`src/rtl/dram_seq_pkg.sv`:
```
package dram_seq_pkg;

    typedef enum logic [2:0] {
        PH_IDLE   = 3'd0,
        PH_ROW_SU = 3'd1,
        PH_ROW_HD = 3'd2,
        PH_COL_SU = 3'd3,
        PH_STROBE = 3'd4,
        PH_FINISH = 3'd5
    } phase_e;

    function automatic int max3(input int a, input int b, input int c);
        int m;
        m = (a > b) ? a : b;
        return (m > c) ? m : c;
    endfunction

endpackage

```
`src/rtl/dram_seq_addr_split.sv`:
```
module dram_seq_addr_split #(
    parameter int ADDR_W = 21,
    parameter int COL_W  = 9,
    localparam int ROW_W = ADDR_W - COL_W
) (
    input  logic [ADDR_W-1:0] addr_i,
    output logic [ROW_W-1:0]  row_o,
    output logic [COL_W-1:0]  col_o
);

    // Upper bits select the row, lower bits select the column group.
    always_comb begin
        row_o = addr_i[ADDR_W-1:COL_W];
        col_o = addr_i[COL_W-1:0];
    end

endmodule

```
`src/rtl/dram_seq_guard.sv`:
```
module dram_seq_guard #(
    parameter int T_CYCLE = 14,
    localparam int GW = $clog2(T_CYCLE + 1)
) (
    input  logic clk,
    input  logic rst_n,
    input  logic accept_i,
    output logic window_open_o
);

    logic [GW-1:0] gcnt_d, gcnt_q;

    // The count is loaded on every accepted start and runs down to zero.
    always_comb begin
        gcnt_d = gcnt_q;
        if (accept_i) begin
            gcnt_d = GW'(T_CYCLE);
        end else if (gcnt_q != '0) begin
            gcnt_d = gcnt_q - 1'b1;
        end
    end

    always_ff @(posedge clk) begin
        if (!rst_n) begin
            gcnt_q <= '0;
        end else begin
            gcnt_q <= gcnt_d;
        end
    end

    assign window_open_o = (gcnt_q == '0);

endmodule

```
`src/rtl/dram_seq_fsm.sv`:
```
module dram_seq_fsm
    import dram_seq_pkg::*;
#(
    parameter int ROW_W    = 12,
    parameter int COL_W    = 9,
    parameter int DATA_W   = 8,
    parameter int T_SETUP  = 2,
    parameter int T_HOLD   = 2,
    parameter int T_ACCESS = 4,
    parameter int CNT_W    = 3
) (
    input  logic              clk,
    input  logic              rst_n,
    input  logic              accept_i,
    input  logic              rd_i,
    input  logic              late_i,
    input  logic [ROW_W-1:0]  row_i,
    input  logic [COL_W-1:0]  col_i,
    input  logic [DATA_W-1:0] wdata_i,
    input  logic [DATA_W-1:0] dq_in_i,
    output logic              idle_o,
    output logic              done_o,
    output logic [DATA_W-1:0] rdata_o,
    output logic [ROW_W-1:0]  bus_o,
    output logic              ras_n_o,
    output logic              cas_n_o,
    output logic              we_n_o,
    output logic              oe_n_o,
    output logic [DATA_W-1:0] dq_out_o,
    output logic              dq_oe_o
);

    typedef struct packed {
        phase_e             ph;
        logic [CNT_W-1:0]   cnt;
        logic [ROW_W-1:0]   row;
        logic [COL_W-1:0]   col;
        logic               rd;
        logic               late;
        logic [DATA_W-1:0]  wdata;
        logic [ROW_W-1:0]   bus;
        logic               ras_n;
        logic               cas_n;
        logic               we_n;
        logic               oe_n;
        logic               dq_oe;
        logic [DATA_W-1:0]  dq_out;
        logic               done;
        logic [DATA_W-1:0]  rdata;
    } seq_t;

    seq_t s_d, s_q;

    always_comb begin
        s_d      = s_q;
        s_d.done = 1'b0;
        unique case (s_q.ph)
            PH_IDLE: begin
                if (accept_i) begin
                    s_d.ph    = PH_ROW_SU;
                    s_d.cnt   = CNT_W'(T_SETUP - 1);
                    s_d.row   = row_i;
                    s_d.col   = col_i;
                    s_d.rd    = rd_i;
                    s_d.late  = late_i;
                    s_d.wdata = wdata_i;
                    s_d.bus   = row_i;
                end
            end
            PH_ROW_SU: begin
                if (s_q.cnt == '0) begin
                    s_d.ph    = PH_ROW_HD;
                    s_d.cnt   = CNT_W'(T_HOLD - 1);
                    s_d.ras_n = 1'b0;
                end else begin
                    s_d.cnt = s_q.cnt - 1'b1;
                end
            end
            PH_ROW_HD: begin
                if (s_q.cnt == '0) begin
                    s_d.ph  = PH_COL_SU;
                    s_d.cnt = CNT_W'(T_SETUP - 1);
                    s_d.bus = ROW_W'(s_q.col);
                    if (s_q.rd) begin
                        s_d.oe_n = s_q.late;
                    end else begin
                        s_d.we_n   = 1'b0;
                        s_d.dq_oe  = 1'b1;
                        s_d.dq_out = s_q.wdata;
                    end
                end else begin
                    s_d.cnt = s_q.cnt - 1'b1;
                end
            end
            PH_COL_SU: begin
                if (s_q.cnt == '0) begin
                    s_d.ph    = PH_STROBE;
                    s_d.cnt   = CNT_W'(T_ACCESS - 1);
                    s_d.cas_n = 1'b0;
                end else begin
                    s_d.cnt = s_q.cnt - 1'b1;
                end
            end
            PH_STROBE: begin
                // Late ordering: enable output one clock after the column strobe fell.
                if (s_q.rd) begin
                    s_d.oe_n = 1'b0;
                end
                if (s_q.cnt == '0) begin
                    s_d.ph     = PH_FINISH;
                    s_d.done   = 1'b1;
                    s_d.bus    = '0;
                    s_d.ras_n  = 1'b1;
                    s_d.cas_n  = 1'b1;
                    s_d.we_n   = 1'b1;
                    s_d.oe_n   = 1'b1;
                    s_d.dq_oe  = 1'b0;
                    s_d.dq_out = '0;
                    if (s_q.rd) begin
                        s_d.rdata = dq_in_i;
                    end
                end else begin
                    s_d.cnt = s_q.cnt - 1'b1;
                end
            end
            PH_FINISH: begin
                s_d.ph = PH_IDLE;
            end
            default: begin
                s_d.ph = PH_IDLE;
            end
        endcase
    end

    always_ff @(posedge clk) begin
        if (!rst_n) begin
            s_q       <= '0;
            s_q.ph    <= PH_IDLE;
            s_q.ras_n <= 1'b1;
            s_q.cas_n <= 1'b1;
            s_q.we_n  <= 1'b1;
            s_q.oe_n  <= 1'b1;
        end else begin
            s_q <= s_d;
        end
    end

    assign idle_o   = (s_q.ph == PH_IDLE);
    assign done_o   = s_q.done;
    assign rdata_o  = s_q.rdata;
    assign bus_o    = s_q.bus;
    assign ras_n_o  = s_q.ras_n;
    assign cas_n_o  = s_q.cas_n;
    assign we_n_o   = s_q.we_n;
    assign oe_n_o   = s_q.oe_n;
    assign dq_out_o = s_q.dq_out;
    assign dq_oe_o  = s_q.dq_oe;

endmodule

```
`src/rtl/dram_seq.sv`:
```
module dram_seq
    import dram_seq_pkg::*;
#(
    parameter int ADDR_W   = 21,
    parameter int COL_W    = 9,
    parameter int DATA_W   = 8,
    parameter int T_SETUP  = 2,
    parameter int T_HOLD   = 2,
    parameter int T_ACCESS = 4,
    parameter int T_CYCLE  = 14,
    localparam int ROW_W   = ADDR_W - COL_W
) (
    input  logic              clk,
    input  logic              rst_n,
    input  logic              req_start,
    input  logic              req_rd,
    input  logic              req_late,
    input  logic [ADDR_W-1:0] req_addr,
    input  logic [DATA_W-1:0] req_wdata,
    output logic              busy,
    output logic              done,
    output logic [DATA_W-1:0] rd_data,
    output logic [ROW_W-1:0]  ram_addr,
    output logic              ram_ras_n,
    output logic              ram_cas_n,
    output logic              ram_we_n,
    output logic              ram_oe_n,
    output logic [DATA_W-1:0] ram_dq_out,
    output logic              ram_dq_oe,
    input  logic [DATA_W-1:0] ram_dq_in
);

    localparam int T_MAX = max3(T_SETUP, T_HOLD, T_ACCESS);
    localparam int CNT_W = (T_MAX > 1) ? $clog2(T_MAX) : 1;

    logic [ROW_W-1:0] row_f;
    logic [COL_W-1:0] col_f;
    logic             seq_idle;
    logic             win_open;
    logic             accept;

    assign busy   = !(seq_idle && win_open);
    assign accept = req_start && !busy;

    dram_seq_addr_split #(
        .ADDR_W (ADDR_W),
        .COL_W  (COL_W)
    ) split_i (
        .addr_i (req_addr),
        .row_o  (row_f),
        .col_o  (col_f)
    );

    dram_seq_guard #(
        .T_CYCLE (T_CYCLE)
    ) guard_i (
        .clk           (clk),
        .rst_n         (rst_n),
        .accept_i      (accept),
        .window_open_o (win_open)
    );

    dram_seq_fsm #(
        .ROW_W    (ROW_W),
        .COL_W    (COL_W),
        .DATA_W   (DATA_W),
        .T_SETUP  (T_SETUP),
        .T_HOLD   (T_HOLD),
        .T_ACCESS (T_ACCESS),
        .CNT_W    (CNT_W)
    ) fsm_i (
        .clk      (clk),
        .rst_n    (rst_n),
        .accept_i (accept),
        .rd_i     (req_rd),
        .late_i   (req_late),
        .row_i    (row_f),
        .col_i    (col_f),
        .wdata_i  (req_wdata),
        .dq_in_i  (ram_dq_in),
        .idle_o   (seq_idle),
        .done_o   (done),
        .rdata_o  (rd_data),
        .bus_o    (ram_addr),
        .ras_n_o  (ram_ras_n),
        .cas_n_o  (ram_cas_n),
        .we_n_o   (ram_we_n),
        .oe_n_o   (ram_oe_n),
        .dq_out_o (ram_dq_out),
        .dq_oe_o  (ram_dq_oe)
    );

endmodule

```
`config.mk`:
```
export PLATFORM = sky130hd
export DESIGN_NAME = dram_seq
export DESIGN_NICKNAME = d
export VERILOG_FILES = /design/src/rtl/dram_seq_pkg.sv /design/src/rtl/dram_seq_addr_split.sv /design/src/rtl/dram_seq_guard.sv /design/src/rtl/dram_seq_fsm.sv /design/src/rtl/dram_seq.sv
export SDC_FILE = /design/constraint.sdc
export NUM_CORES = 1
export LEC_CHECK = 0
export ABC_AREA = 0
export BUFFER_PORTS_ARGS = -buffer_cell sky130_fd_sc_hd__buf_2
export CORE_ASPECT_RATIO = 1.75
export CORE_UTILIZATION = 25
export CTS_CLUSTER_SIZE = 40
export DETAILED_ROUTE_END_ITERATION = 12
export GPL_TIMING_DRIVEN = 0
export HOLD_SLACK_MARGIN = 0.15
export SLEW_MARGIN = 30
export SYNTH_ARGS = -nofsm -noshare
export SYNTH_HDL_FRONTEND = slang
export SYNTH_SLANG_ARGS = --single-unit
```
`constraint.sdc`:
```
create_clock -name clk -period 1.5 [get_ports clk]
set_input_delay 0 -clock clk [delete_from_list [all_inputs] [get_ports clk]]
set_output_delay 0 -clock clk [all_outputs]
set_load 0.03 [all_outputs]
```
Word-level counts from Yosys, hierarchy flattened
Index checks and enable logic that the tools add are counted.
Widths: inputs -> output; s select.
{ "word_totals": {"inputBits": 42, "elab_cells": 84, "output_inout_bits": 35, "regBits": 74} }
{ "classes": {"n_eq_ne": 13, "add_sub_neg": 2, "n_reduce_logical": 25, "bitwise_logic": 1, "mux": 25} }
{ "ops": {"columns": ["op", "count"], "rows": [
  ["$mux 48", 1],
  ["$pmux 12 s3", 1],
  ["$mux 34", 1],
  ["$pmux 11 s2", 1],
  ["$pmux 3 s5", 1],
  ["$mux 12", 1],
  ["$mux 3", 4],
  ["$ne 2x1->1 const B", 6],
  ["$reduce_and 3->1", 4],
  ["$reduce_and 4->1", 3],
  ["$mux 11", 1],
  ["$mux 9", 1],
  ["$mux 4", 2],
  ["$mux 8", 1],
  ["$pmux 2 s4", 1],
  ["$reduce_bool 2->1", 4],
  ["$reduce_bool 4->1", 2],
  ["$eq 3x2->1 const B", 2],
  ["$mux 2", 3],
  ["$reduce_and 5->1", 1],
  ["$logic_not 4->1", 1],
  ["$mux 1", 4],
  ["$ne 2x2->1 const B", 2],
  ["$pmux 1 s2", 2],
  ["13 further kinds", 16]
]} }

Longest topological paths before layout
Gate-level depths: netlist (run 1).
{ "depth": {"depth_word": 5, "ltp_mapped": 7, "ltp_nobuf": 6} }

Cells and area by module
From an unflattened synthesis (run 1), not the netlist that was laid out.
{ "hier_totals": {"cells_unflattened": 358, "hier_area_um2": 3062.9} }
{ "by_module_without_submodules": {"columns": ["module", "seq_area_each_um2", "area_each_um2", "cells_per_inst", "n_inst"], "rows": [
  ["dram_seq_fsm", 1161.1, 2728.9, 317, 1],
  ["dram_seq_guard", 80.1, 166.4, 18, 1],
  ["dram_seq_addr_split", 0.0, 157.7, 21, 1],
  ["dram_seq", 0.0, 10.0, 2, 1]
]} }

Least setup slack after synthesis (run 1)
No wires, ideal clock.
{ "synth_path": {"path_type": "register to register", "start": "reg fsm_i.s_q[65] (netlist name)", "end": "reg fsm_i.s_q, in the netlist fsm_i.oe_n_o", "setup_time_ps": 139, "path_slack_ps": -161, "t_arrival_ps": 1522, "path_stages_with_launch": 8, "path_buffers": 1, "cell_sequence": "dfxtp_1 inv_1 ha_1 nor4bb_1 clkbuf_1 a211oi_1 nand2_1 o211ai_1"} }
{ "synth_between": {"elab_chain_cells": 3, "word_cells_on_any_way": 6, "classes_between": "2 x eq/ne; 2 x mux; 2 x reduce/logical"} }
{ "synth_rtl": {"columns": ["item", "line", "rtl"], "rows": [
  ["start: declaration", "dram_seq_fsm.sv:52", "seq_t s_d, s_q;"],
  ["$logic_not 2->1 (*)", "dram_seq_fsm.sv:80, dram_seq_fsm.sv:109", null],
  ["$ne 3x1->1 (no line) (tied with other cells)", null, null],
  ["$reduce_and 4->1 (no line) or $pmux 11 s2 (tied branches)", null, null]
]} }
Every way passes the cells marked *; elsewhere a longest branch is shown, timed or not. The select of a mux whose other input is x is not followed.
A chain may end at the register's enable or synchronous reset.

Worst setup path in the final report (run 1)
{ "layout_path": {"start": "reg guard_i.gcnt_q[3]", "end": "reg fsm_i.s_q[36] (netlist name)"} }
{ "layout_between": {"elab_chain_cells": 4} }
{ "layout_rtl": {"columns": ["item", "line", "rtl"], "rows": [
  ["start: declaration", "dram_seq_guard.sv:11", "logic [GW-1:0] gcnt_d, gcnt_q;"],
  ["start signal: assignment", "dram_seq_guard.sv:27", "gcnt_q <= gcnt_d;"],
  ["$logic_not 4->1", "dram_seq_guard.sv:31", "assign window_open_o = (gcnt_q == '0);"],
  ["$logic_and 1x1->1", "dram_seq.sv:42", "assign busy = !(seq_idle && win_open);"],
  ["$logic_and 1x1->1", "dram_seq.sv:43", "assign accept = req_start && !busy;"],
  ["$reduce_and 2->1 (no line)", null, null]
]} }
Every way passes these cells.

==> run_summary.xml, run 1 <==
<?xml version="1.0" encoding="UTF-8"?>
<metrics>
  <group name="run_status">
    <metric name="status" unit="">complete, but fails checks</metric>
    <metric name="violations_in_the_final_reports" unit="">setup timing</metric>
  </group>
  <group name="logic_synthesis">
    <metric name="synthTopCellsByArea" unit="">dfxtp_1 46%, nand2_1 10%, buf_4 7.8%</metric>
    <metric name="synth_top_area_cell" unit="">dfxtp_1</metric>
    <metric name="syn_inst" unit="">326</metric>
    <metric name="yosys_warnings" unit="">0</metric>
    <metric name="syn_area_per_cell" unit="um2">8.30</metric>
    <metric name="asyncSetResetFlopFracSynth" unit="">0</metric>
    <metric name="syn-num-nets" unit="">370</metric>
    <metric name="synth_cell_type_count" unit="">41</metric>
    <metric name="yosys_register_bits" unit="">62</metric>
    <metric name="proportion_of_synthesized_chip_area_in_sequential_cells" unit="">0.459</metric>
    <metric name="area_of_the_mapped_netlist" unit="um2">2710</metric>
    <metric name="synth_enable_flop_cells" unit="">0</metric>
    <metric name="synthFlopType" unit="">dfxtp_1</metric>
    <metric name="synth_top_area_frac" unit="">0.459</metric>
  </group>
  <group name="cts">
    <metric name="h-tree-depth" unit="">3</metric>
    <metric name="clock-sinks" unit="">62</metric>
    <metric name="numCtsBuffers" unit="">9</metric>
    <metric name="root_cell_of_the_clock_tree" unit="">clkbuf_16</metric>
    <metric name="tritoncts_clock_tree" unit="">yes</metric>
    <metric name="worstSkewPairLatency" unit="ns">0.33</metric>
    <metric name="clockBufferDepth" unit="">2</metric>
    <metric name="cts.clk_slew.worst_paths" unit="ns">0.05</metric>
  </group>
  <group name="power">
    <metric name="p_per_area" unit="nW/um2">1920</metric>
    <metric name="max-vdd-ir-drop" unit="mV">1.08</metric>
    <metric name="cellLeakagePower" unit="uW">0.00187</metric>
  </group>
  <group name="worst_setup_path">
    <metric name="timing.critical_path.required" unit="ns">1.76</metric>
    <metric name="setup.reg_to_reg.worst_slack" unit="ns">-0.06</metric>
    <metric name="critPathLaunchType" unit="">register</metric>
    <metric name="regToRegStartpoint" unit="">guard_i.gcnt_q[3]</metric>
    <metric name="worst_r2r_path_depth" unit="">7</metric>
    <metric name="crit_slowest_cell" unit="">dfxtp_4</metric>
    <metric name="endpoint_kind" unit="">register</metric>
    <metric name="path_max_fanout" unit="">5</metric>
    <metric name="max_stage_delay" unit="ns">0.35</metric>
    <metric name="crit_chain" unit="">nor4_4 &gt; and4_1 &gt; buf_6 &gt; buf_4 &gt; clkbuf_16 &gt; nand2_1 &gt; a21oi_1</metric>
    <metric name="criticalPathCategory" unit="">register to register</metric>
    <metric name="critical_path.reg2reg.endpoint" unit="">fsm_i.s_q[36]</metric>
    <metric name="worst-endpoint-arrival" unit="ns">1.81</metric>
  </group>
  <group name="place">
    <metric name="gp_congestion" unit="">0.764</metric>
    <metric name="place_area" unit="um2">3250</metric>
    <metric name="hpwl" unit="mm">5.30</metric>
    <metric name="portBuffers" unit="">75</metric>
    <metric name="pre_cts_ws" unit="ns">-0.576</metric>
  </group>
  <group name="drt">
    <metric name="routed-via-count" unit="">2813</metric>
    <metric name="routedWlPerCell" unit="um">14.0</metric>
    <metric name="drt_first_iter_violations" unit="">145</metric>
    <metric name="routed_wirelength" unit="mm">8.42</metric>
    <metric name="drc_errors" unit="">0</metric>
    <metric name="dr_pass1_iterations" unit="">4</metric>
    <metric name="antenna_violating_nets_post_route" unit="">0</metric>
    <metric name="detail_route.vias_per_cell" unit="">4.67</metric>
  </group>
  <group name="final_layout">
    <metric name="finish.instance_area" unit="um2">4510</metric>
    <metric name="finalCoreUtilization" unit="">0.432</metric>
    <metric name="finalNetCount" unit="">514</metric>
    <metric name="n_antenna_cell" unit="">0</metric>
    <metric name="area_growth_syn_to_layout" unit="%">66.5</metric>
    <metric name="layout.filler_cells" unit="">1028</metric>
    <metric name="layout-drive-gt1-share" unit="">0.419</metric>
  </group>
  <group name="sta">
    <metric name="final_worst_setup_slack" unit="ns">-0.0582</metric>
    <metric name="max_freq" unit="GHz">0.642</metric>
    <metric name="setup-tns-final" unit="ns">-0.903</metric>
    <metric name="setup_repair_after_global_routing_missed_its_margin" unit="">yes</metric>
    <metric name="setup_violators_final" unit="">22</metric>
    <metric name="timing.final.hold_violations" unit="">0</metric>
    <metric name="worst_slew_margin_rel" unit="">0.658</metric>
    <metric name="worst_slew_pin_slew" unit="ns">0.512</metric>
    <metric name="finalCritPeriodShare" unit="">1.04</metric>
    <metric name="layout_min_cycle_time" unit="ns">1.56</metric>
    <metric name="final_max_slew_viol_count" unit="">0</metric>
    <metric name="whs" unit="ns">0.188</metric>
    <metric name="fin_worst_skew" unit="ns">0.00588</metric>
  </group>
  <group name="global_route">
    <metric name="globalRouteOverflowTotal" unit="">0</metric>
    <metric name="grt_max_degree" unit="">11</metric>
    <metric name="grt_first_pass_wirelength" unit="mm">12.5</metric>
    <metric name="grt_antenna_before_repair" unit="">0</metric>
    <metric name="grt_util_all_layers" unit="">0.147</metric>
    <metric name="first_global_vias" unit="">2594</metric>
  </group>
  <group name="die">
    <metric name="design.core.area" unit="um2">10400</metric>
    <metric name="die_width" unit="um">80.7</metric>
    <metric name="design.portCount" unit="">77</metric>
    <metric name="fp.dieH" unit="um">140</metric>
    <metric name="floorplan.die_area" unit="um2">11300</metric>
    <metric name="rows" unit="">49</metric>
    <metric name="initial_core_util" unit="">0.260</metric>
  </group>
  <group name="hold_path">
    <metric name="hold_path.class" unit="">input port to register</metric>
    <metric name="worst_hold_path.num_cells" unit="">4</metric>
    <metric name="worstHoldStart" unit="">req_start</metric>
    <metric name="min_delay_worst_endpoint" unit="">fsm_i.s_q[65]</metric>
  </group>
  <group name="run">
    <metric name="max-cap-violations" unit="">0</metric>
  </group>
</metrics>
## power by group
group	switching, uW	leakage [uW]	internal [uW]
clock	725	0.000152	1370
combinational	2120	0.00121	2010
sequential	351	0.000509	2050
total	3200	0.00187	5430
## logic make-up (layout without fill, tap and decap cells)
family	Yosys count	after routing	share of synthesized area
multiplexers	1	1	0.00370
XOR/XNOR	2	2	0.00647
AND/OR/NAND/NOR	129	129	0.220
buffers and inverters	55	204	0.122
AO/OA/AOI/OAI	75	75	0.180
adder cells (fa/ha/maj)	2	2	0.00924
flip-flops	62	62	0.459
## worst max-delay path by stage
stage | end | start | depth (start not counted)
2_1_floorplan | fsm_i.oe_n_o | fsm_i.s_q[65] | 7
3_3_place_gp | fsm_i.dq_out_o[5] | fsm_i.s_q[65] | 6
3_5_place_dp | fsm_i.dq_out_o[6] | fsm_i.s_q[65] | 6
4_1_cts | fsm_i.bus_o[2] | guard_i.gcnt_q[3] | 6
5_1_grt | fsm_i.bus_o[8] | guard_i.gcnt_q[3] | 6
6_report | fsm_i.s_q[36] | guard_i.gcnt_q[3] | 7
## metal layers
layer | part of all wire | GRT usage | vias up
met5 | 0 | 0 | -
met2 | 0.54 | 0.273 | 89
met1 | 0.39 | 0.152 | 1301
li1 | - | - | 1398
met4 | 0.027 | 0.0686 | 0
met3 | 0.040 | 0.0282 | 25
## worst max-delay path, delay by kind of cell (launching register included)
| kind | cells | cell delay (ns) |
|---|---|---|
| compound gates | 1 | 0.12 |
| flops | 1 | 0.35 |
| simple gates | 3 | 0.59 |
| buf+inv | 3 | 0.42 |
## cell usage in the layout, fill, tap and decap left out, types with 11 or more instances in the layout
| cell | synthesis | routed |
|---|---|---|
| buf_4 | 28 | 41 |
| nor2_1 | 13 | 12 |
| nor3_1 | 16 | 15 |
| dfxtp_1 | 62 | 53 |
| a21oi_1 | 36 | 34 |
| nand2_1 | 74 | 66 |
| clkbuf_16 | 0 | 11 |
| nand3_1 | 12 | 11 |
| dlygate4sd3_1 | 0 | 41 |
| buf_2 | 3 | 74 |
## layout make-up
type | count | area, um2 | area share
Multi-Input combinational cell | 209 | 1380 | 0.307
Sequential cell | 62 | 1250 | 0.279
Timing Repair Buffer | 134 | 1010 | 0.224
Buffer | 48 | 375 | 0.0833
Clock buffer | 12 | 256 | 0.0569
Tap cell | 127 | 159 | 0.0353
Clock inverter | 4 | 45.0 | 0.0100
Inverter | 6 | 26.3 | 0.00583
## state kept, by name (all words and copies together) (netlist names)
name and count:
fsm_i.dq_out_o 8, fsm_i.bus_o 12, guard_i.gcnt_q 4, fsm_i.oe_n_o 1
fsm_i.ras_n_o 1, fsm_i.s_q 24, fsm_i.we_n_o 1, fsm_i.rdata_o 8
fsm_i.done_o 1, fsm_i.cas_n_o 1, fsm_i.dq_oe_o 1
## Yosys cell counts (4+ instances only)
cell type / number
inv_1: 4
a311oi_1: 9
clkbuf_1: 15
a22oi_1: 8
nor2_1: 13
nor3_1: 16
nand2_1: 74
dfxtp_1: 62
buf_4: 28
a21oi_1: 36
nand3_1: 12
o21ai_0: 4
## per-stage QoR
step	std cells	total power [uW]
floorplan	326	4340
global placement	528	5020
detailed placement	528	5090
CTS	595	7960
global route	602	9090
finish	602	8630
## timing repair
item                                    in CTS  in global routing
hold endpoints to repair                    45                  0
cloned                                       0                  2
pin swaps                                   13                 11
resized for setup                           49                 44
endpoints found under the setup margin      59                 55
setup buffers                               11                  5
hold buffers                                41                  0
Note: power is estimated with default switching activity, not from simulation.
==> run 2, diff against run 1 <==
Clock period 1.5 ns to 1.9 ns, I/O delays scaled along.
==> run 2 against run 1 <==
Against the previous run: the flow now finishes without violations; routed wire length is 5.7% lower; global-route usage is 0.066 points lower; utilization is 4.7 points lower; critical endpoint is now fsm_i.oe_n_o; largest cell class is now sequential cells; largest power group unchanged.
==> run_summary.xml, run 2 (synthesis results as in run 1) <==
<?xml version="1.0" encoding="UTF-8"?>
<metrics>
  <group name="sta">
    <metric name="whs" unit="ns">0.198</metric>
    <metric name="final_max_slew_viol_count" unit="">0</metric>
    <metric name="worst_slew_margin_rel" unit="">0.655</metric>
    <metric name="timing.final.hold_violations" unit="">0</metric>
    <metric name="worst_slew_pin_slew" unit="ns">0.518</metric>
    <metric name="final_worst_setup_slack" unit="ns">0.135</metric>
    <metric name="layout_min_cycle_time" unit="ns">1.76</metric>
    <metric name="fin_worst_skew" unit="ns">0.00411</metric>
    <metric name="max_freq" unit="GHz">0.567</metric>
    <metric name="finalCritPeriodShare" unit="">0.929</metric>
    <metric name="setup_violators_final" unit="">0</metric>
  </group>
  <group name="final_layout">
    <metric name="mostFrequentLayoutCell" unit="">buf_2</metric>
    <metric name="layout.filler_cells" unit="">1080</metric>
    <metric name="max_ffs_per_register" unit="">24</metric>
    <metric name="layout-drive-gt1-share" unit="">0.306</metric>
    <metric name="finalNetCount" unit="">500</metric>
    <metric name="area_growth_syn_to_layout" unit="%">48.2</metric>
    <metric name="finalCoreUtilization" unit="">0.385</metric>
    <metric name="commonest_cells_after_routing_fill_and_taps_aside" unit="">78 x buf_2, 73 x nand2_1, 62 x dfxtp_1</metric>
    <metric name="n_antenna_cell" unit="">0</metric>
    <metric name="finish.instance_area" unit="um2">4010</metric>
    <metric name="multiInputGateArea" unit="um2">1180</metric>
    <metric name="top_register" unit="">fsm_i.s_q</metric>
    <metric name="seqCellArea" unit="um2">1240</metric>
  </group>
  <group name="drt">
    <metric name="dr_pass1_iterations" unit="">6</metric>
    <metric name="routedWlPerCell" unit="um">13.5</metric>
    <metric name="routed_wirelength" unit="mm">7.94</metric>
    <metric name="drt_first_iter_violations" unit="">122</metric>
    <metric name="antenna_violating_nets_post_route" unit="">0</metric>
    <metric name="drc_errors" unit="">0</metric>
    <metric name="detail_route.vias_per_cell" unit="">4.65</metric>
    <metric name="routed-via-count" unit="">2734</metric>
  </group>
  <group name="cts">
    <metric name="cts.clk_slew.worst_paths" unit="ns">0.05</metric>
    <metric name="root_cell_of_the_clock_tree" unit="">clkbuf_16</metric>
    <metric name="numCtsBuffers" unit="">9</metric>
    <metric name="clock-sinks" unit="">62</metric>
    <metric name="tritoncts_clock_tree" unit="">yes</metric>
    <metric name="worstSkewPairLatency" unit="ns">0.33</metric>
    <metric name="clockBufferDepth" unit="">2</metric>
    <metric name="h-tree-depth" unit="">3</metric>
  </group>
  <group name="die">
    <metric name="design.core.area" unit="um2">10400</metric>
    <metric name="die_width" unit="um">80.7</metric>
    <metric name="rows" unit="">49</metric>
    <metric name="fp.dieH" unit="um">140</metric>
    <metric name="design.portCount" unit="">77</metric>
    <metric name="initial_core_util" unit="">0.260</metric>
    <metric name="floorplan.die_area" unit="um2">11300</metric>
  </group>
  <group name="worst_setup_path">
    <metric name="worst_r2r_path_depth" unit="">7</metric>
    <metric name="path_max_fanout" unit="">10</metric>
    <metric name="critPathLaunchType" unit="">register</metric>
    <metric name="setup.reg_to_reg.worst_slack" unit="ns">0.14</metric>
    <metric name="regToRegStartpoint" unit="">fsm_i.s_q[65]</metric>
    <metric name="criticalPathCategory" unit="">register to register</metric>
    <metric name="endpoint_kind" unit="">register</metric>
    <metric name="worst-endpoint-arrival" unit="ns">1.95</metric>
    <metric name="critical_path.reg2reg.endpoint" unit="">fsm_i.oe_n_o</metric>
    <metric name="timing.critical_path.required" unit="ns">2.09</metric>
  </group>
  <group name="place">
    <metric name="place_area" unit="um2">3240</metric>
    <metric name="portBuffers" unit="">75</metric>
    <metric name="gp_congestion" unit="">0.814</metric>
    <metric name="pre_cts_ws" unit="ns">-0.141</metric>
    <metric name="hpwl" unit="mm">5.37</metric>
  </group>
  <group name="global_route">
    <metric name="first_global_vias" unit="">2706</metric>
    <metric name="grt_util_all_layers" unit="">0.146</metric>
    <metric name="grt_first_pass_wirelength" unit="mm">12.5</metric>
    <metric name="globalRouteOverflowTotal" unit="">0</metric>
    <metric name="grt_antenna_before_repair" unit="">0</metric>
    <metric name="grt_max_degree" unit="">11</metric>
  </group>
  <group name="power">
    <metric name="p_clk_frac" unit="">0.260</metric>
    <metric name="p_per_area" unit="nW/um2">1420</metric>
    <metric name="cellLeakagePower" unit="uW">0.00168</metric>
    <metric name="internal_power" unit="uW">3470</metric>
    <metric name="seq_power_share" unit="">0.325</metric>
    <metric name="max-vdd-ir-drop" unit="mV">0.704</metric>
    <metric name="design_power_total" unit="uW">5680</metric>
    <metric name="sw_frac_of_total" unit="">0.388</metric>
    <metric name="switching_power" unit="uW">2200</metric>
    <metric name="combinational_share_of_power" unit="">0.415</metric>
  </group>
  <group name="hold_path">
    <metric name="worstHoldStart" unit="">req_start</metric>
    <metric name="min_delay_worst_endpoint" unit="">fsm_i.s_q[65]</metric>
    <metric name="hold_path.class" unit="">input port to register</metric>
    <metric name="worst_hold_path.num_cells" unit="">4</metric>
  </group>
  <group name="run_status">
    <metric name="status" unit="">finished, final reports clean</metric>
  </group>
  <group name="run">
    <metric name="max-cap-violations" unit="">0</metric>
  </group>
</metrics>
-- run 2: area by class of cell --
type                       count  area share
multi-input combinational    209       0.295
buffer                        48      0.0770
clock buffer                  12      0.0614
inverter                       6     0.00561
sequential                    62       0.309
timing repair buffer         120       0.206
tap                          127      0.0396
clock inverter                 4     0.00561
-- run 2: power groups by stage --
stage	clock network [uW]	logic (uW)	registers (uW)
6_report	1480	2360	1850
5_1_grt	1580	2620	1880
4_1_cts	1510	2250	1830
3_5_place_dp	0	2150	1850
3_3_place_gp	0	2110	1840
2_1_floorplan	0	1570	1840
-- run 2: worst max path at each step --
| stage | slack (ns) | from | to | cells past startpoint |
|---|---|---|---|---|
| final | 0.14 | fsm_i.s_q[65] | fsm_i.oe_n_o | 7 |
| after global routing | -0.02 | fsm_i.s_q[69] | fsm_i.s_q[41] | 6 |
| after CTS | 0.002 | guard_i.gcnt_q[0] | fsm_i.s_q[38] | 5 |
| after detailed placement | -0.14 | fsm_i.s_q[65] | fsm_i.dq_out_o[0] | 7 |
| after global placement | -0.11 | fsm_i.s_q[65] | fsm_i.dq_out_o[4] | 7 |
| after floorplan | 0.24 | fsm_i.s_q[65] | fsm_i.oe_n_o | 7 |
-- run 2: critical path, cell delays in order, from the launching register on --
cell and delay [ns]:
dfxtp_1 0.33, inv_1 0.12, ha_1 0.26, nor4bb_4 0.37
clkbuf_2 0.30, a211oi_1 0.09, nand2_1 0.08, o211ai_1 0.08
-- run 2: stage by stage --
stage               std cells  TNS (ns)
global route              588   -0.0271
finish                    588         0
CTS                       583         0
floorplan                 326         0
detailed placement        528     -1.95
global placement          528    -0.903
-- run 2: what timing repair did --
item / in CTS / in global routing
setup endpoints to repair: 28 / 47
resized for setup: 7 / 9
gates cloned: 0 / 0
pin swaps: 0 / 4
hold buffers: 40 / 0
hold endpoints to repair: 46 / 0
setup buffers: 0 / 5
-- run 2: metal layers --
metal,track usage,routed length [um]
met2,0.262,4240
met1,0.145,3050
met4,0.106,370
met3,0.0275,286
met5,0,0
==> run 3, diff against run 2 <==
Settings changed: CELL_PAD_IN_SITES_DETAIL_PLACEMENT set to 1, CELL_PAD_IN_SITES_GLOBAL_PLACEMENT set to 2, PLACE_DENSITY_LB_ADDON set to 0.1, SLEW_MARGIN 30 to not set.
==> run 3 against run 2 <==
Against the previous run: global-route usage grew 1.9 points; worst setup slack gained 0.024 ns; largest cell class unchanged; critical path depth is the same; sequential power is essentially flat; critical endpoint unchanged; maximum frequency grew 1.4%; sequential cell count is the same; power grew 6.7%; largest power group unchanged; clock skew grew 0.00078 ns.
==> run_summary.xml, run 3 (synthesis results as in run 1) <==
<?xml version="1.0" encoding="UTF-8"?>
<metrics>
  <group name="run_status">
    <metric name="status" unit="">finished, final reports clean</metric>
  </group>
  <group name="final_layout">
    <metric name="top_register" unit="">fsm_i.s_q</metric>
    <metric name="multiInputGateArea" unit="um2">1190</metric>
    <metric name="mostFrequentLayoutCell" unit="">buf_2</metric>
    <metric name="layout.filler_cells" unit="">1285</metric>
    <metric name="finalNetCount" unit="">500</metric>
    <metric name="seqCellArea" unit="um2">1240</metric>
    <metric name="n_antenna_cell" unit="">0</metric>
    <metric name="final_instance_count_without_filler_cells" unit="">588</metric>
    <metric name="layout-drive-gt1-share" unit="">0.310</metric>
    <metric name="max_ffs_per_register" unit="">24</metric>
    <metric name="commonest_cells_after_routing_fill_and_taps_aside" unit="">78 x buf_2, 72 x nand2_1, 62 x dfxtp_1</metric>
    <metric name="area_growth_syn_to_layout" unit="%">50.2</metric>
  </group>
  <group name="worst_setup_path">
    <metric name="regToRegStartpoint" unit="">fsm_i.s_q[65]</metric>
    <metric name="worst_r2r_path_depth" unit="">7</metric>
    <metric name="critPathLaunchType" unit="">register</metric>
    <metric name="endpoint_kind" unit="">register</metric>
    <metric name="crit_chain" unit="">inv_1 &gt; ha_1 &gt; nor4bb_4 &gt; clkbuf_4 &gt; a211oi_1 &gt; nand2_1 &gt; o211ai_1</metric>
    <metric name="max_stage_delay" unit="ns">0.35</metric>
    <metric name="path_max_fanout" unit="">10</metric>
    <metric name="worst-endpoint-arrival" unit="ns">1.93</metric>
    <metric name="criticalPathCategory" unit="">register to register</metric>
    <metric name="setup.reg_to_reg.worst_slack" unit="ns">0.16</metric>
    <metric name="crit_slowest_cell" unit="">nor4bb_4</metric>
    <metric name="critical_path.reg2reg.endpoint" unit="">fsm_i.oe_n_o</metric>
    <metric name="timing.critical_path.required" unit="ns">2.09</metric>
  </group>
  <group name="sta">
    <metric name="fin_worst_skew" unit="ns">0.00489</metric>
    <metric name="setup_repair_after_global_routing_missed_its_margin" unit="">no</metric>
    <metric name="final_max_slew_viol_count" unit="">0</metric>
    <metric name="layout_min_cycle_time" unit="ns">1.74</metric>
    <metric name="setup_violators_final" unit="">0</metric>
    <metric name="worst_slew_pin_slew" unit="ns">0.556</metric>
    <metric name="finalCritPeriodShare" unit="">0.916</metric>
    <metric name="timing.final.hold_violations" unit="">0</metric>
    <metric name="worst_slew_margin_rel" unit="">0.629</metric>
    <metric name="max_freq" unit="GHz">0.574</metric>
    <metric name="final_worst_setup_slack" unit="ns">0.159</metric>
  </group>
  <group name="cts">
    <metric name="worstSkewPairLatency" unit="ns">0.33</metric>
    <metric name="h-tree-depth" unit="">3</metric>
    <metric name="numCtsBuffers" unit="">9</metric>
    <metric name="root_cell_of_the_clock_tree" unit="">clkbuf_16</metric>
    <metric name="cts.clk_slew.worst_paths" unit="ns">0.05</metric>
    <metric name="tritoncts_clock_tree" unit="">yes</metric>
    <metric name="clockBufferDepth" unit="">2</metric>
    <metric name="clock-sinks" unit="">62</metric>
  </group>
  <group name="global_route">
    <metric name="grt_antenna_before_repair" unit="">0</metric>
    <metric name="grt_max_degree" unit="">11</metric>
    <metric name="first_global_vias" unit="">2757</metric>
    <metric name="globalRouteOverflowTotal" unit="">0</metric>
    <metric name="grt_first_pass_wirelength" unit="mm">13.9</metric>
    <metric name="grt_util_all_layers" unit="">0.166</metric>
  </group>
  <group name="power">
    <metric name="max-vdd-ir-drop" unit="mV">0.532</metric>
    <metric name="seq_power_share" unit="">0.304</metric>
    <metric name="switching_power" unit="uW">2290</metric>
    <metric name="internal_power" unit="uW">3770</metric>
    <metric name="p_per_area" unit="nW/um2">1490</metric>
    <metric name="sw_frac_of_total" unit="">0.378</metric>
    <metric name="combinational_share_of_power" unit="">0.403</metric>
    <metric name="p_clk_frac" unit="">0.293</metric>
    <metric name="cellLeakagePower" unit="uW">0.00171</metric>
  </group>
  <group name="drt">
    <metric name="antenna_violating_nets_post_route" unit="">0</metric>
    <metric name="routed-via-count" unit="">2764</metric>
    <metric name="routed_wirelength" unit="mm">8.69</metric>
    <metric name="detail_route.vias_per_cell" unit="">4.70</metric>
    <metric name="drt_first_iter_violations" unit="">81</metric>
    <metric name="dr_pass1_iterations" unit="">4</metric>
    <metric name="routedWlPerCell" unit="um">14.8</metric>
    <metric name="drc_errors" unit="">0</metric>
  </group>
  <group name="place">
    <metric name="pre_cts_ws" unit="ns">-0.235</metric>
    <metric name="placed_cells" unit="">528</metric>
    <metric name="hpwl" unit="mm">5.96</metric>
    <metric name="portBuffers" unit="">75</metric>
    <metric name="gp_congestion" unit="">0.701</metric>
  </group>
  <group name="die">
    <metric name="design.portCount" unit="">77</metric>
    <metric name="die_width" unit="um">80.7</metric>
    <metric name="floorplan.die_area" unit="um2">11300</metric>
    <metric name="fp.dieH" unit="um">140</metric>
    <metric name="initial_core_util" unit="">0.260</metric>
    <metric name="rows" unit="">49</metric>
    <metric name="design.core.area" unit="um2">10400</metric>
  </group>
  <group name="hold_path">
    <metric name="hold_path.class" unit="">input port to register</metric>
    <metric name="worstHoldStart" unit="">req_start</metric>
    <metric name="min_delay_worst_endpoint" unit="">fsm_i.s_q[65]</metric>
    <metric name="worst_hold_path.num_cells" unit="">4</metric>
  </group>
  <group name="run">
    <metric name="max-cap-violations" unit="">0</metric>
  </group>
</metrics>
-- run 3: how the worst max path moves through the flow --
stage,slack [ns],to,from
floorplan,0.24,fsm_i.oe_n_o,fsm_i.s_q[65]
finish,0.16,fsm_i.oe_n_o,fsm_i.s_q[65]
global placement,-0.21,fsm_i.dq_out_o[6],fsm_i.s_q[65]
CTS,0.01,fsm_i.oe_n_o,fsm_i.s_q[65]
global route,0.03,fsm_i.bus_o[3],fsm_i.s_q[69]
detailed placement,-0.23,fsm_i.dq_out_o[0],fsm_i.s_q[65]
-- run 3: through the flow --
step                utilization  TNS [ns]  hold slack, ns  cell area, um2  total power [uW]
detailed placement        0.311     -4.76           0.252            3240              4090
finish                    0.390         0           0.170            4070              6060
CTS                       0.384         0           0.174            4000              6040
global route              0.390         0           0.217            4070              6460
floorplan                     -         0           0.140            2710              3420
global placement          0.311     -4.24           0.246            3240              4040
-- run 3: critical path, delay by kind of cell (launching register included) --
family | cells | cell delay, ns
AND/OR/NAND/NOR | 2 | 0.44
flip-flops | 1 | 0.32
AO/OA/AOI/OAI | 2 | 0.16
buffers and inverters | 2 | 0.41
adder cells (fa/ha/maj) | 1 | 0.26
-- run 3: cell type report --
class / count / share of cell area
Tap cell: 127 / 0.0391
Buffer: 48 / 0.0769
Sequential cell: 62 / 0.305
Timing Repair Buffer: 120 / 0.203
Clock buffer: 12 / 0.0606
Multi-Input combinational cell: 209 / 0.292
Clock inverter: 4 / 0.0172
Inverter: 6 / 0.00554
-- run 3: per-layer routing --
metal | vias to the layer above | global-route usage | routed length, um
met5 | - | 0 | 0
met2 | 59 | 0.300 | 4600
met1 | 1322 | 0.182 | 3660
met4 | 0 | 0.0564 | 129
met3 | 6 | 0.0426 | 297
li1 | 1377 | - | -
-- run 3: repair_timing --
item	CTS	global route
setup endpoints to repair	44	38
hold buffers	40	0
gates resized for setup	7	13
hold endpoints to repair	45	0
pin swaps	1	2
setup buffers	3	2
-- run 3: power groups by stage --
stage	registers (uW)	logic [uW]	clock network, uW
2_1_floorplan	1840	1570	0
3_3_place_gp	1840	2200	0
3_5_place_dp	1860	2230	0
4_1_cts	1830	2390	1820
5_1_grt	1880	2690	1880
6_report	1840	2440	1780
